==> src/rtl/frac_src_pkg.sv <==
// Package: shared source encoding for the fractional-N source selector.
// Assumes: nothing beyond IEEE 1800-2017.
package frac_src_pkg;
    typedef enum logic {
        SRC_STATIC  = 1'b0,
        SRC_DYNAMIC = 1'b1
    } src_e;
endpackage

==> src/rtl/frac_ratio_regs.sv <==
// Module: frac_ratio_regs
// Holds the ratio registers and the control register (pointers and manual
// source bit). The ratio registers sit at addresses 0..NUM_RATIOS-1 and the
// control register sits at address NUM_RATIOS. Other addresses are ignored.
// Assumes a synchronous active-low reset.
module frac_ratio_regs #(
    parameter int RATIO_W    = 32,
    parameter int NUM_RATIOS = 4,
    parameter int PTR_W      = 2,
    parameter int ADDR_W     = 3
) (
    input  logic                               clk,
    input  logic                               rst_n,
    input  logic                               wr_en,
    input  logic [ADDR_W-1:0]                  wr_addr,
    input  logic [RATIO_W-1:0]                 wr_data,
    output logic [NUM_RATIOS-1:0][RATIO_W-1:0] ratio_all,
    output logic [PTR_W-1:0]                   rsel,
    output logic [PTR_W-1:0]                   lock_sel,
    output logic                               man_src
);
    localparam logic [ADDR_W-1:0] CTRL_ADDR = ADDR_W'(NUM_RATIOS);

    // One storage register per ratio slot.
    for (genvar i = 0; i < NUM_RATIOS; i++) begin : g_ratio
        // Load slot i when it is addressed.
        always_ff @(posedge clk) begin
            if (!rst_n)
                ratio_all[i] <= '0;
            else if (wr_en && wr_addr == ADDR_W'(i))
                ratio_all[i] <= wr_data;
        end
    end

    // Control register: ratio-select pointer, lock pointer, manual source.
    always_ff @(posedge clk) begin
        if (!rst_n) begin
            rsel     <= '0;
            lock_sel <= '0;
            man_src  <= 1'b0;
        end else if (wr_en && wr_addr == CTRL_ADDR) begin
            rsel     <= wr_data[PTR_W-1:0];
            lock_sel <= wr_data[2*PTR_W-1:PTR_W];
            man_src  <= wr_data[2*PTR_W];
        end
    end
endmodule

==> src/rtl/frac_ref_presence.sv <==
// Module: frac_ref_presence
// Brings the asynchronous reference into the system-clock domain through two
// flops and detects rising edges. The reference is declared absent after
// `timeout` cycles without an edge. A constant level counts as absent.
// Assumes a synchronous active-low reset, which leaves the reference absent.
module frac_ref_presence #(
    parameter int TIMEOUT_W = 16
) (
    input  logic                 clk,
    input  logic                 rst_n,
    input  logic                 ref_in,
    input  logic [TIMEOUT_W-1:0] timeout,
    output logic                 edge_seen,
    output logic                 present
);
    logic [2:0]           sync_q;
    logic [TIMEOUT_W-1:0] gap_cnt;

    // A rising edge is a 0 on the older stage and a 1 on the newer stage.
    assign edge_seen = sync_q[1] & ~sync_q[2];

    // Synchronizer chain plus edge history.
    always_ff @(posedge clk) begin
        if (!rst_n) sync_q <= '0;
        else        sync_q <= {sync_q[1:0], ref_in};
    end

    // Gap counter: an edge restarts it, and running past the timeout clears presence.
    always_ff @(posedge clk) begin
        if (!rst_n) begin
            gap_cnt <= '0;
            present <= 1'b0;
        end else if (edge_seen) begin
            gap_cnt <= '0;
            present <= 1'b1;
        end else if (gap_cnt >= timeout) begin
            present <= 1'b0;
        end else begin
            gap_cnt <= gap_cnt + 1'b1;
        end
    end
endmodule

==> src/rtl/frac_src_ctrl.sv <==
// Module: frac_src_ctrl
// Picks the source and runs the hold-off timer in automatic selection.
// The word, the mode and the pointer come from one set of registers, so all
// three change on the same edge.
// Assumes a synchronous active-low reset. Reset starts on the static source.
module frac_src_ctrl
    import frac_src_pkg::*;
#(
    parameter int RATIO_W        = 32,
    parameter int NUM_RATIOS     = 4,
    parameter int PTR_W          = 2,
    parameter int HOLDOFF_CYCLES = 8388608
) (
    input  logic                               clk,
    input  logic                               rst_n,
    input  logic                               auto_en,
    input  logic                               man_src,
    input  logic                               ref_present,
    input  logic [PTR_W-1:0]                   rsel,
    input  logic [PTR_W-1:0]                   lock_sel,
    input  logic [NUM_RATIOS-1:0][RATIO_W-1:0] ratio_all,
    input  logic [RATIO_W-1:0]                 dpll_ratio,
    output logic [RATIO_W-1:0]                 word_q,
    output logic                               hybrid_q,
    output logic [PTR_W-1:0]                   ptr_q
);
    localparam int HOLD_W = $clog2(HOLDOFF_CYCLES + 1);
    localparam logic [HOLD_W-1:0] HOLD_LAST = HOLD_W'(HOLDOFF_CYCLES - 1);

    logic [HOLD_W-1:0] hold_cnt;
    logic              hold_done;
    logic              hold_run;
    src_e              src_d;
    logic [PTR_W-1:0]  ptr_d;

    assign hold_done = (hold_cnt == HOLD_LAST);
    assign hold_run  = auto_en && !ref_present && hybrid_q;

    // Next source: manual bit, reference presence, or the end of the hold-off.
    always_comb begin
        if (!auto_en)
            src_d = src_e'(man_src);
        else if (ref_present)
            src_d = SRC_DYNAMIC;
        else if (hybrid_q && hold_done)
            src_d = SRC_STATIC;
        else
            src_d = src_e'(hybrid_q);
        ptr_d = (auto_en && src_d == SRC_DYNAMIC) ? lock_sel : rsel;
    end

    // Hold-off timer: counts only while waiting to leave the dynamic source.
    always_ff @(posedge clk) begin
        if (!rst_n || !hold_run || hold_done) hold_cnt <= '0;
        else                                  hold_cnt <= hold_cnt + 1'b1;
    end

    // Output registers, all updated together.
    always_ff @(posedge clk) begin
        if (!rst_n) begin
            word_q   <= '0;
            hybrid_q <= 1'b0;
            ptr_q    <= '0;
        end else begin
            word_q   <= (src_d == SRC_DYNAMIC) ? dpll_ratio : ratio_all[ptr_d];
            hybrid_q <= (src_d == SRC_DYNAMIC);
            ptr_q    <= ptr_d;
        end
    end
endmodule

==> src/rtl/frac_src_sel.sv <==
// Module: frac_src_sel (top)
// Selects the fractional-N word for a synthesizer. The word is either a
// programmed static ratio or the dynamic ratio from a digital PLL, chosen by
// hand or automatically from reference presence.
// Assumes ref_in is asynchronous to clk and a synchronous active-low reset.
module frac_src_sel #(
    parameter int RATIO_W        = 32,
    parameter int NUM_RATIOS     = 4,
    parameter int TIMEOUT_W      = 16,
    parameter int HOLDOFF_CYCLES = 8388608,
    parameter int PTR_W          = $clog2(NUM_RATIOS),
    parameter int ADDR_W         = PTR_W + 1
) (
    input  logic                 clk,
    input  logic                 rst_n,
    input  logic                 wr_en,
    input  logic [ADDR_W-1:0]    wr_addr,
    input  logic [RATIO_W-1:0]   wr_data,
    input  logic                 ref_in,
    input  logic [TIMEOUT_W-1:0] presence_timeout,
    input  logic [RATIO_W-1:0]   dpll_ratio,
    output logic [RATIO_W-1:0]   fracn_word,
    output logic                 hybrid_mode,
    output logic [PTR_W-1:0]     active_ptr
);
    logic [NUM_RATIOS-1:0][RATIO_W-1:0] ratio_all;
    logic [PTR_W-1:0]                   rsel;
    logic [PTR_W-1:0]                   lock_sel;
    logic                               man_src;
    logic                               edge_seen;
    logic                               ref_present;
    logic                               auto_en;

    // Automatic selection is on whenever the two pointers disagree.
    assign auto_en = (lock_sel != rsel);

    frac_ratio_regs #(
        .RATIO_W(RATIO_W), .NUM_RATIOS(NUM_RATIOS), .PTR_W(PTR_W), .ADDR_W(ADDR_W)
    ) u_regs (
        .clk(clk), .rst_n(rst_n), .wr_en(wr_en), .wr_addr(wr_addr),
        .wr_data(wr_data), .ratio_all(ratio_all), .rsel(rsel),
        .lock_sel(lock_sel), .man_src(man_src)
    );

    frac_ref_presence #(.TIMEOUT_W(TIMEOUT_W)) u_pres (
        .clk(clk), .rst_n(rst_n), .ref_in(ref_in), .timeout(presence_timeout),
        .edge_seen(edge_seen), .present(ref_present)
    );

    frac_src_ctrl #(
        .RATIO_W(RATIO_W), .NUM_RATIOS(NUM_RATIOS), .PTR_W(PTR_W),
        .HOLDOFF_CYCLES(HOLDOFF_CYCLES)
    ) u_ctrl (
        .clk(clk), .rst_n(rst_n), .auto_en(auto_en), .man_src(man_src),
        .ref_present(ref_present), .rsel(rsel), .lock_sel(lock_sel),
        .ratio_all(ratio_all), .dpll_ratio(dpll_ratio),
        .word_q(fracn_word), .hybrid_q(hybrid_mode), .ptr_q(active_ptr)
    );
endmodule

==> config.mk <==
export PLATFORM = sky130hd
export DESIGN_NAME = frac_src_sel
export DESIGN_NICKNAME = d
export VERILOG_FILES = /design/src/rtl/frac_src_pkg.sv /design/src/rtl/frac_ratio_regs.sv /design/src/rtl/frac_ref_presence.sv /design/src/rtl/frac_src_ctrl.sv /design/src/rtl/frac_src_sel.sv
export SDC_FILE = /design/constraint.sdc
export NUM_CORES = 1
export LEC_CHECK = 0
export ABC_AREA = 1
export BUFFER_PORTS_ARGS = -buffer_cell sky130_fd_sc_hd__clkbuf_2
export CAP_MARGIN = 20
export CORE_ASPECT_RATIO = 0.5
export CORE_MARGIN = 4
export CORE_UTILIZATION = 62
export DETAILED_ROUTE_END_ITERATION = 8
export PLACE_DENSITY = 0.91
export SLEW_MARGIN = 20
export SYNTH_ARGS = -nofsm -noshare
export SYNTH_HDL_FRONTEND = slang
export SYNTH_SLANG_ARGS = --single-unit
==> constraint.sdc <==
create_clock -name clk -period 5.55 [get_ports clk]
set_input_delay 0.555 -clock clk [delete_from_list [all_inputs] [get_ports clk]]
set_output_delay 0.555 -clock clk [all_outputs]
set_load 0.01 [all_outputs]
After elaboration in Yosys (flattened, before gate mapping). Index checks and enable logic that the tools add are counted.

Register bits: 212. Bits of input ports: 87. Output and inout bits: 35. Logic and storage cells: 53.

$add $sub $neg: 2. $lt $le $gt $ge: 2. Equality and inequality tests: 6. Multiplexer cells: 9. Bitwise logic cells: 3. Reduce and logical (&&, ||, !) cells: 17.

Operator list (number): binary-select mux 32 bit (select 2 bit) (1); two-way mux 32 bit (2); adder 24 x 1 -> 24 bit (second input constant) (1); equality test 24 x 23 -> 1 bit (second input constant) (1); adder 16 x 1 -> 16 bit (second input constant) (1); >= comparator 16 bit (1); logical AND 1 bit (9); equality test 3 x 2 -> 1 bit (second input constant) (2); two-way mux 1 bit (5); equality test 3 x 1 -> 1 bit (second input constant) (1); equality test 3 bit (second input constant) (1); zero test 1 bit (3); zero test 3 bit (1); < comparator 2 x 3 -> 1 bit (second input constant) (1); logical OR 1 bit (2); two-way mux 2 bit (1); != test 2 bit (1); NOT 1 bit (2); nonzero test 2 bit (1); OR reduction 2 bit (1); AND 1 bit (1).

Longest topological paths before layout. Gate-level depths: netlist of the first run.

Depth in word-level cells: 10. Depth in mapped cells: 16. Gate-level depth less buffers: 15.

By module. A second synthesis of the first run with hierarchy kept.

Cells, all modules: 1604. Area total of the unflattened synthesis: 10772.8 um2.

By module, submodules not included: frac_ratio_regs (times used 1, cells an instance 771, area each 5337.6 um2, sequential area each 2662.6 um2); frac_src_ctrl (times used 1, cells an instance 586, area each 3839.9 um2, sequential area each 1181.1 um2); frac_ref_presence (times used 1, cells an instance 240, area each 1564.0 um2, sequential area each 400.4 um2); frac_src_sel (times used 1, cells an instance 7, area each 31.3 um2, sequential area each 0.0 um2).

Least setup slack after synthesis of the first run. Ideal clock, no wire load.

Path type: input-to-reg. From: input port presence_timeout[15]. To: register u_pres.gap_cnt[10]. Setup time: 132 ps. Arrival time: 2113 ps. Data required time: 5418 ps. Path slack: 3305 ps. Cell stages on the path: 11. Buffers on the path: 1. Cells stage by stage: inv_1 ha_1 nand2_1 inv_1 nand3_1 inv_1 a21oi_1 nand3_1 clkbuf_1 nand2_1 a21oi_1.

Cells in the longest elaborated chain, start to end: 1.

Ends and longest elaborated chain: start, declared (RTL line frac_src_sel.sv:20) `input logic [TIMEOUT_W-1:0] presence_timeout,`; >= comparator 16 bit (RTL line frac_ref_presence.sv:36) `end else if (gap_cnt >= timeout) begin`; end signal, assigned (RTL line frac_ref_presence.sv:39) `gap_cnt <= gap_cnt + 1'b1;`; end, declared (RTL line frac_ref_presence.sv:17) `logic [TIMEOUT_W-1:0] gap_cnt;`.

Every way passes these cells. A chain may end at the register's enable or synchronous reset.

Worst setup path in the final report of the first run.
From: register u_ctrl.hold_cnt[0]. To: register u_ctrl.word_q[4].

Cells in the longest elaborated chain, start to end: 10.

Ends and longest elaborated chain: start, declared (RTL line frac_src_ctrl.sv:30) `logic [HOLD_W-1:0] hold_cnt;`; start signal, assigned (RTL line frac_src_ctrl.sv:55) `else hold_cnt <= hold_cnt + 1'b1;`; equality test 24 x 23 -> 1 bit (*) (RTL line frac_src_ctrl.sv:36) `assign hold_done = (hold_cnt == HOLD_LAST);`; logical AND 1 bit (*) (RTL line frac_src_ctrl.sv:45) `else if (hybrid_q && hold_done)`; two-way mux 1 bit (*) (RTL line frac_src_ctrl.sv:45); two-way mux 1 bit (*) (RTL line frac_src_ctrl.sv:43) `else if (ref_present)`; two-way mux 1 bit (*) (RTL line frac_src_ctrl.sv:41) `if (!auto_en)`; logical AND 1 bit (RTL line frac_src_ctrl.sv:49) `ptr_d = (auto_en && src_d == SRC_DYNAMIC) ? lock_sel : rsel;`; two-way mux 2 bit (RTL line frac_src_ctrl.sv:49); binary-select mux 32 bit (select 2 bit) (RTL line frac_src_ctrl.sv:65) `word_q <= (src_d == SRC_DYNAMIC) ? dpll_ratio : ratio_all[ptr_d];`; two-way mux 32 bit (implied by the code) (RTL line frac_src_ctrl.sv:65); two-way mux 32 bit (*) (RTL line frac_src_ctrl.sv:65); end signal, assigned (RTL line frac_src_ctrl.sv:65); end, declared (RTL line frac_src_ctrl.sv:23) `output logic [RATIO_W-1:0] word_q,`.

Every way passes the cells marked *; elsewhere a longest branch is shown, timed or not. The select of a mux whose other input is x is not followed.

==> results of run 1 <==
-- sequential cells by signal, indices dropped and copies added, names as in the netlist --
signal / count
u_ctrl.hold_cnt: 24
u_ctrl.hybrid_q: 1
u_ctrl.ptr_q: 2
u_ctrl.word_q: 32
u_pres.gap_cnt: 16
u_pres.present: 1
u_pres.sync_q: 3
u_regs.lock_sel: 2
u_regs.man_src: 1
u_regs.ratio_all: 128
u_regs.rsel: 2
-- logic make-up after synthesis --
family | after synthesis
AOI/OAI and AO/OA | 207
xor gates and xnor gates | 26
adders and majority gates | 18
buffers and inverters | 179
DFF | 212
and+or+nand+nor | 690
-- metrics by stage --
step / cells / cell area, µm²
finish: 1615 / 10700
global route: 1615 / 10700
CTS: 1615 / 10700
detailed placement: 1582 / 10100
global placement: 1582 / 10100
floorplan: 1332 / 9510
-- metal layers --
layer,global-route usage [%],vias up
met3,5.56,84
met5,0,-
li1,-,4524
met1,34.5,4379
met4,12.0,0
met2,51.7,562
-- final cells by class --
class	instances	area share, %
timing repair buffer	131	6.40
clock buffer	28	5.05
clock inverter	5	0.317
tap	198	2.32
inverter	100	3.52
sequential	212	39.8
multi-input combinational	941	42.6
-- worst min-delay path: stages --
cell	delay (ns)
clkbuf_2	0.07
nand2_1	0.04
nand2_1	0.05
-- cell usage in the layout, fill, tap and decap left out, types with 6 or more instances in the layout --
master	n
nor3_1	20
clkbuf_2	120
xor2_1	16
dfxtp_1	212
ha_1	18
nand2_1	179
nor2_1	232
o21ai_0	138
a21oi_1	67
clkbuf_1	6
xnor2_1	10
inv_1	95
clkbuf_16	19
nand3_1	212
nand4_1	23
buf_4	11
-- final timing paths --
kind                            cells after the start                          start                           end  slack (ns)
worst max-delay path                               14  u_ctrl.hold_cnt[0]$_SDFF_PP0_   u_ctrl.word_q[4]$_SDFF_PN0_        2.48
worst min-delay path                                3                 dpll_ratio[11]  u_ctrl.word_q[11]$_SDFF_PN0_        0.25
worst max register to register                     14  u_ctrl.hold_cnt[0]$_SDFF_PP0_   u_ctrl.word_q[4]$_SDFF_PN0_        2.48
worst min register to register                      2    u_pres.sync_q[1]$_SDFF_PN0_   u_pres.sync_q[2]$_SDFF_PN0_        0.43
-- power by group through the flow --
stage / Combinational (µW) / Sequential (µW) / Clock, µW
floorplan: 208 / 1670 / 0
global placement: 350 / 1660 / 0
detailed placement: 360 / 1660 / 0
CTS: 365 / 1630 / 1250
global route: 406 / 1630 / 1320
finish: 370 / 1630 / 1240
==> run summary, run 1 <==
CP top delay family: simple AND/OR/NAND/NOR gates
Nets: 1510
EDFF count, synth: 0
Pwr/cell area: 304 nW/µm²
CTS tree: built
CP peak stage delay: 0.72 ns
Unrepaired setup endpoints after global routing: no
Setup tns final: 0 ns
Max-slew headroom: 25.4%
Critical-path cell list: ha_1 -> nand2_1 -> nor2_2 -> nand2_2 -> nor2_4 -> nand2_2 -> nand2_1 -> nand2_2 -> nand3_2 -> nand2_4 -> nand2_1 -> nand3_1 -> nand3_1 -> nand2_1
Filler instances: 1150
Seq/Total Area, Yosys: 44.6%
Internal Pwr Total: 2400 µW
Hold_ws: 0.249 ns
# diodes: 0
Global-route wire length before repair: 42.2 mm
Crit path buf inv count: 0
Reg power frac: 50.2%
Pin count of the biggest net entering global routing: 140
Core ar.: 14700 µm²
Die X-Extent: 183 µm
Top cells by area, synth: dfxtp_1, nand3_1, nor2_1
Fin crit share: 55.2%
Number of I/O port buffers: 121
Syn Inst Count: 1332
Compound-gate portion of the synthesized area: 11.0%
VDD IR max: 0.000285 V
Vias in the first global route: 9222
Die Ht: 95.6 µm
Post-synth top area share: 44.6%
Clock Tree Buf Depth: 3
Post-layout util: 72.4%
Post-layout min period: 3.07 ns
CTS Hold Bufs: 0
Average wire per standard cell: 16.1 µm
Placement-stage worst setup slack: 2.62 ns
Simple logic cell fraction of the synthesized area: 31.8%
Status: completed
Final hold vios: 0
Type of the worst setup path: flop to flop
Clk pwr share: 38.3%
Syn avg cell area: 7.14 µm²
Gr usage total: 28.8%
Reg area: 4240 µm²
Synth cell count leaders: nor2_1, nand3_1, dfxtp_1
CP required: 5.97 ns
CP most frequent cell: nand2_1
TritonCTS buffer count: 19
Top Layer Used: met4
Routed WL: 25.9 mm
Met3 WL: 2.48 mm
Final setup viols: 0
Switching share of power: 26.0%
Multi-input gate area: 4550 µm²
Setup crit end kind: flop
Post-synthesis adder-cell area fraction: 2.37%
Hold Crit Class: input port to flop
Logic pwr share: 11.4%
P_sw: 842 µW
Top-count cell post-synth: nor2_1
Synthesized area: 9510 µm²
Syn. warnings: 0
Max FO, Critical Path: 37
Cell variety after synth: 29
DRT iter0 DRCs: 1299
Ys flop type: dfxtp_1
Vias/cell: 5.91
Startpoint types: flop
Via count: 9549
Leak: 0.00463 µW
Largest family of logic cells by synthesized area: simple AND/OR/NAND/NOR gates
Syn_nets: 1437
Die area: 17500 µm²
Seq cells post-synth: 212
Post-CTS Setup Bufs: 0
Layout area overhead: 12.2%
Initial antenna violation count: 0
HPWL after DPL: 15.5 mm
Total power: 3240 µW
Share of cells above drive strength 1: 12.7%
Met2 wire length: 12.6 mm
DR pass1 iterations: 6
Post-CTS Resized: 0
Clock sink total: 212
Setup Skew: 0.0161 ns
Gpl congestion: 0.902
H-tree levels: 1
PnR worst setup slack: 2.48 ns
Post-Synth XOR/XNOR Area: 2.40%
Post-route DRC: 0
Async S/R FF share, synth: 0%
Mux share of post-synthesis cell area: 0%
Fin. max-slew vios: 0
Starting Density: 64.5%
Gr ovfl total: 0
Row cnt: 31
Post-synth top area cell: dfxtp_1
Root Driver: clkbuf_16
Clk slew on worst S/H paths: 0.07 ns
FMAX: 0.326 GHz
Least-Margin Pin Slew: 1.12 ns
Wl on met1: 10.2 mm
Max-cap viol count: 0
Crit path max-delay cell type: nand3_2
Arrival time worst endpoint: 3.49 ns
DRT antenna net count: 0
Latest clock arrival within the worst-skew pair: 0.49 ns
I/O Pins: 122
No activity file was read; power rests on OpenSTA's default activity.
==> run 2, diff against run 1 <==
--- a/config.mk
+++ b/config.mk
@@ -5,14 +5,14 @@
 export SDC_FILE = /design/constraint.sdc
 export NUM_CORES = 1
 export LEC_CHECK = 0
-export ABC_AREA = 1
+export ABC_AREA = 0
 export BUFFER_PORTS_ARGS = -buffer_cell sky130_fd_sc_hd__clkbuf_2
 export CAP_MARGIN = 20
 export CORE_ASPECT_RATIO = 0.5
 export CORE_MARGIN = 4
-export CORE_UTILIZATION = 62
+export CORE_UTILIZATION = 52
 export DETAILED_ROUTE_END_ITERATION = 8
-export PLACE_DENSITY = 0.91
+export PLACE_DENSITY = 0.82
 export SLEW_MARGIN = 20
 export SYNTH_ARGS = -nofsm -noshare
 export SYNTH_HDL_FRONTEND = slang
==> constraint.sdc (replaced) <==
create_clock -name clk -period 2.75 [get_ports clk]
set_input_delay 0.275 -clock clk [delete_from_list [all_inputs] [get_ports clk]]
set_output_delay 0.275 -clock clk [all_outputs]
set_load 0.01 [all_outputs]
==> run 2 against run 1 <==
Utilization down 8.8 points. Area after synthesis down 6.0%. Clock skew is 0.011 ns lower. Die area increased by 11%. Clock power grew 120%. Worst setup slack got worse by 2.4 ns. Flip-flop and latch count stayed put. Worst hold slack got worse by 0.23 ns. Count of clock-buffer cells in the layout fell by 4. Wire length shrank 10%. Sequential power is 94% higher. Largest cell class unchanged. Highest routed layer unchanged.
==> run summary, run 2 <==
Status: completed
I/O Pins: 122
Commonest non-fill, non-tap cell in the layout: nand2_1
Root Driver: clkbuf_16
Layout area overhead: 18.2%
Clock Tree Buf Depth: 3
Unrepaired setup endpoints after global routing: no
Gpl congestion: 0.823
CP most frequent cell: a21o_1
Latest clock arrival within the worst-skew pair: 0.48 ns
Biggest registers after layout: u_regs.ratio_all: 128 flops, u_ctrl.word_q: 32 flops, u_ctrl.hold_cnt: 24 flops
H-tree levels: 1
Number of flip-flops in the largest register: 128
Row cnt: 33
Number of I/O port buffers: 121
Hold Crit Class: input port to flop
Crit path depth: 8
Die X-Extent: 193 µm
Global-route wire length before repair: 37.6 mm
Max-slew headroom: 27.1%
Ys flop type: dfxtp_1
Max-cap viol count: 0
Gr ovfl total: 0
Vias in the first global route: 7949
HPWL after DPL: 14.8 mm
Clk pwr share: 43.6%
Synth cell count leaders: nand2_1, dfxtp_1, a21oi_1
DRT iter0 DRCs: 604
Cells on worst reg2reg path: 8
Total power: 6290 µW
Leak: 0.00406 µW
Type of the worst setup path: flop to flop
Seq/Total Area, Yosys: 47.5%
Setup tns final: 0 ns
Nets: 1306
Share of cells above drive strength 1: 16.2%
Syn avg cell area: 8.12 µm²
Largest reg by FF count: u_regs.ratio_all
Startpoint types: flop
VDD IR max: 0.000334 V
Routed WL: 23.3 mm
CP required: 3.15 ns
TritonCTS buffer count: 18
CP peak stage delay: 0.52 ns
Post-layout util: 63.6%
Crit. Startpoint: u_pres.gap_cnt[9]$_SDFFE_PP0N_
Pwr/cell area: 596 nW/µm²
DRT antenna net count: 0
DP Area: 9810 µm²
Die Ht: 101 µm
Reg power frac: 50.2%
RR Endpoint: u_pres.gap_cnt[13]$_SDFFE_PP0N_
Clock sink total: 212
Starting Density: 53.8%
Switching share of power: 22.1%
Crit path to: u_pres.gap_cnt[13]$_SDFFE_PP0N_
Pin count of the biggest net entering global routing: 82
Setup crit end kind: flop
Gr usage total: 22.5%
Die area: 19500 µm²
Syn. warnings: 0
CP top delay family: compound AO/OA/AOI/OAI gates
Post-synth top area cell: dfxtp_1
Final hold vios: 0
Final setup viols: 0
DR pass1 iterations: 5
Least-Margin Pin Slew: 1.09 ns
Initial antenna violation count: 0
Crit path max-delay cell type: or4_1
Post-layout min period: 2.62 ns
Max FO, Critical Path: 24
Syn Inst Count: 1100
Post-synth top area share: 47.5%
Reg-to-reg slack, setup: 0.13 ns
Top-count cell post-synth: nand2_1
Clk slew on worst S/H paths: 0.07 ns
EDFF count, synth: 0
Cell variety after synth: 44
Setup Skew: 0.00556 ns
Logic pwr share: 6.1%
Critical-path cell list: ha_1 -> a21o_1 -> a21o_1 -> a2111oi_1 -> o21ai_1 -> a21o_4 -> or4_1 -> a21oi_1
Average wire per standard cell: 16.2 µm
Post-Layout Inst Area: 10600 µm²
P_sw: 1390 µW
Arrival time worst endpoint: 3.02 ns
Fin. max-slew vios: 0
Core ar.: 16600 µm²
CTS tree: built
Synthesized area: 8930 µm²
Most frequent cells in the layout: nand2_1, dfxtp_1, a21oi_1
Seq cells post-synth: 212
Async S/R FF share, synth: 0%
Via count: 8105
Fin crit share: 95.2%
FMAX: 0.382 GHz
Vias/cell: 5.63
Crit path buf inv count: 0
R2r startpoint: u_pres.gap_cnt[9]$_SDFFE_PP0N_
Post-route DRC: 0
Top cells by area, synth: dfxtp_1, nand2_1, a21oi_1
# diodes: 0
Syn_nets: 1205
Internal Pwr Total: 4900 µW
## run 2: cell count changes after synthesis, moves of 11 or more
| cell | before | now |
|---|---|---|
| nand3_1 | 214 | 49 |
| a21oi_1 | 67 | 145 |
| a221o_1 | 0 | 32 |
| inv_1 | 98 | 25 |
| nand2_1 | 179 | 314 |
| o21ai_0 | 138 | 42 |
| nand4_1 | 23 | 12 |
| mux2_1 | 0 | 32 |
| nor2_1 | 234 | 43 |
| nor3_1 | 22 | 5 |
## run 2: power by group through the flow
stage          logic [µW]  clock network [µW]  registers, µW
3_3_place_gp          357                   0           3230
5_1_grt               426                2910           3160
2_1_floorplan         195                   0           3230
4_1_cts               373                2780           3160
3_5_place_dp          369                   0           3230
6_report              387                2750           3160
## run 2: worst min-delay path by stage
| stage | start | endpoint | cells past startpoint |
|---|---|---|---|
| 2_1_floorplan | ref_in | u_pres.sync_q[0]$_SDFF_PN0_ | 1 |
| 3_3_place_gp | u_pres.sync_q[0]$_SDFF_PN0_ | u_pres.sync_q[1]$_SDFF_PN0_ | 1 |
| 3_5_place_dp | u_pres.sync_q[0]$_SDFF_PN0_ | u_pres.sync_q[1]$_SDFF_PN0_ | 1 |
| 4_1_cts | dpll_ratio[13] | u_ctrl.word_q[13]$_SDFF_PN0_ | 2 |
| 5_1_grt | dpll_ratio[13] | u_ctrl.word_q[13]$_SDFF_PN0_ | 2 |
| 6_report | dpll_ratio[10] | u_ctrl.word_q[10]$_SDFF_PN0_ | 2 |
## run 2: per-layer routing
| metal | wire length [µm] | up-vias | global-route usage, % |
|---|---|---|---|
| li1 | - | 3947 | - |
| met1 | 10100 | 3852 | 29.0 |
| met2 | 11500 | 272 | 40.3 |
| met3 | 1320 | 34 | 3.31 |
| met4 | 379 | 0 | 6.09 |
| met5 | 0 | - | 0 |
## run 2: timing repair
item | CTS | global route
gates resized for setup | 1 | 3
pin swaps | 0 | 2
endpoints found under the hold margin | 1 | 0
setup endpoints to repair | 1 | 33
cloned | 0 | 2
hold buffers | 1 | 0
setup buffers | 0 | 5
## run 2: kinds of logic after synthesis
group | after synthesis | synth area share, %
DFF | 212 | 47.5
adders and majority gates | 18 | 2.52
xor gates and xnor gates | 24 | 2.35
AOI/OAI and AO/OA | 243 | 16.1
and+or+nand+nor | 465 | 22.4
buffers and inverters | 99 | 4.34
muxes | 39 | 4.83
## run 2: area by class of cell
class,count,area [µm²]
clock buffers,24,524
clock inverters,8,115
fillers,1367,6040
inverters,25,96.3
multi-input cells,789,4340
flip-flops and latches,212,4240
well taps,227,284
repair buffers,155,948
## run 2: stage by stage
stage          setup slack (ns)  std cells  hold WS (ns)
2_1_floorplan             0.302       1100         0.402
3_3_place_gp              0.124       1400         0.427
3_5_place_dp            -0.0393       1400         0.423
4_1_cts                  0.0517       1433       0.00579
5_1_grt                  0.0258       1440       0.00677
6_report                  0.132       1440        0.0147
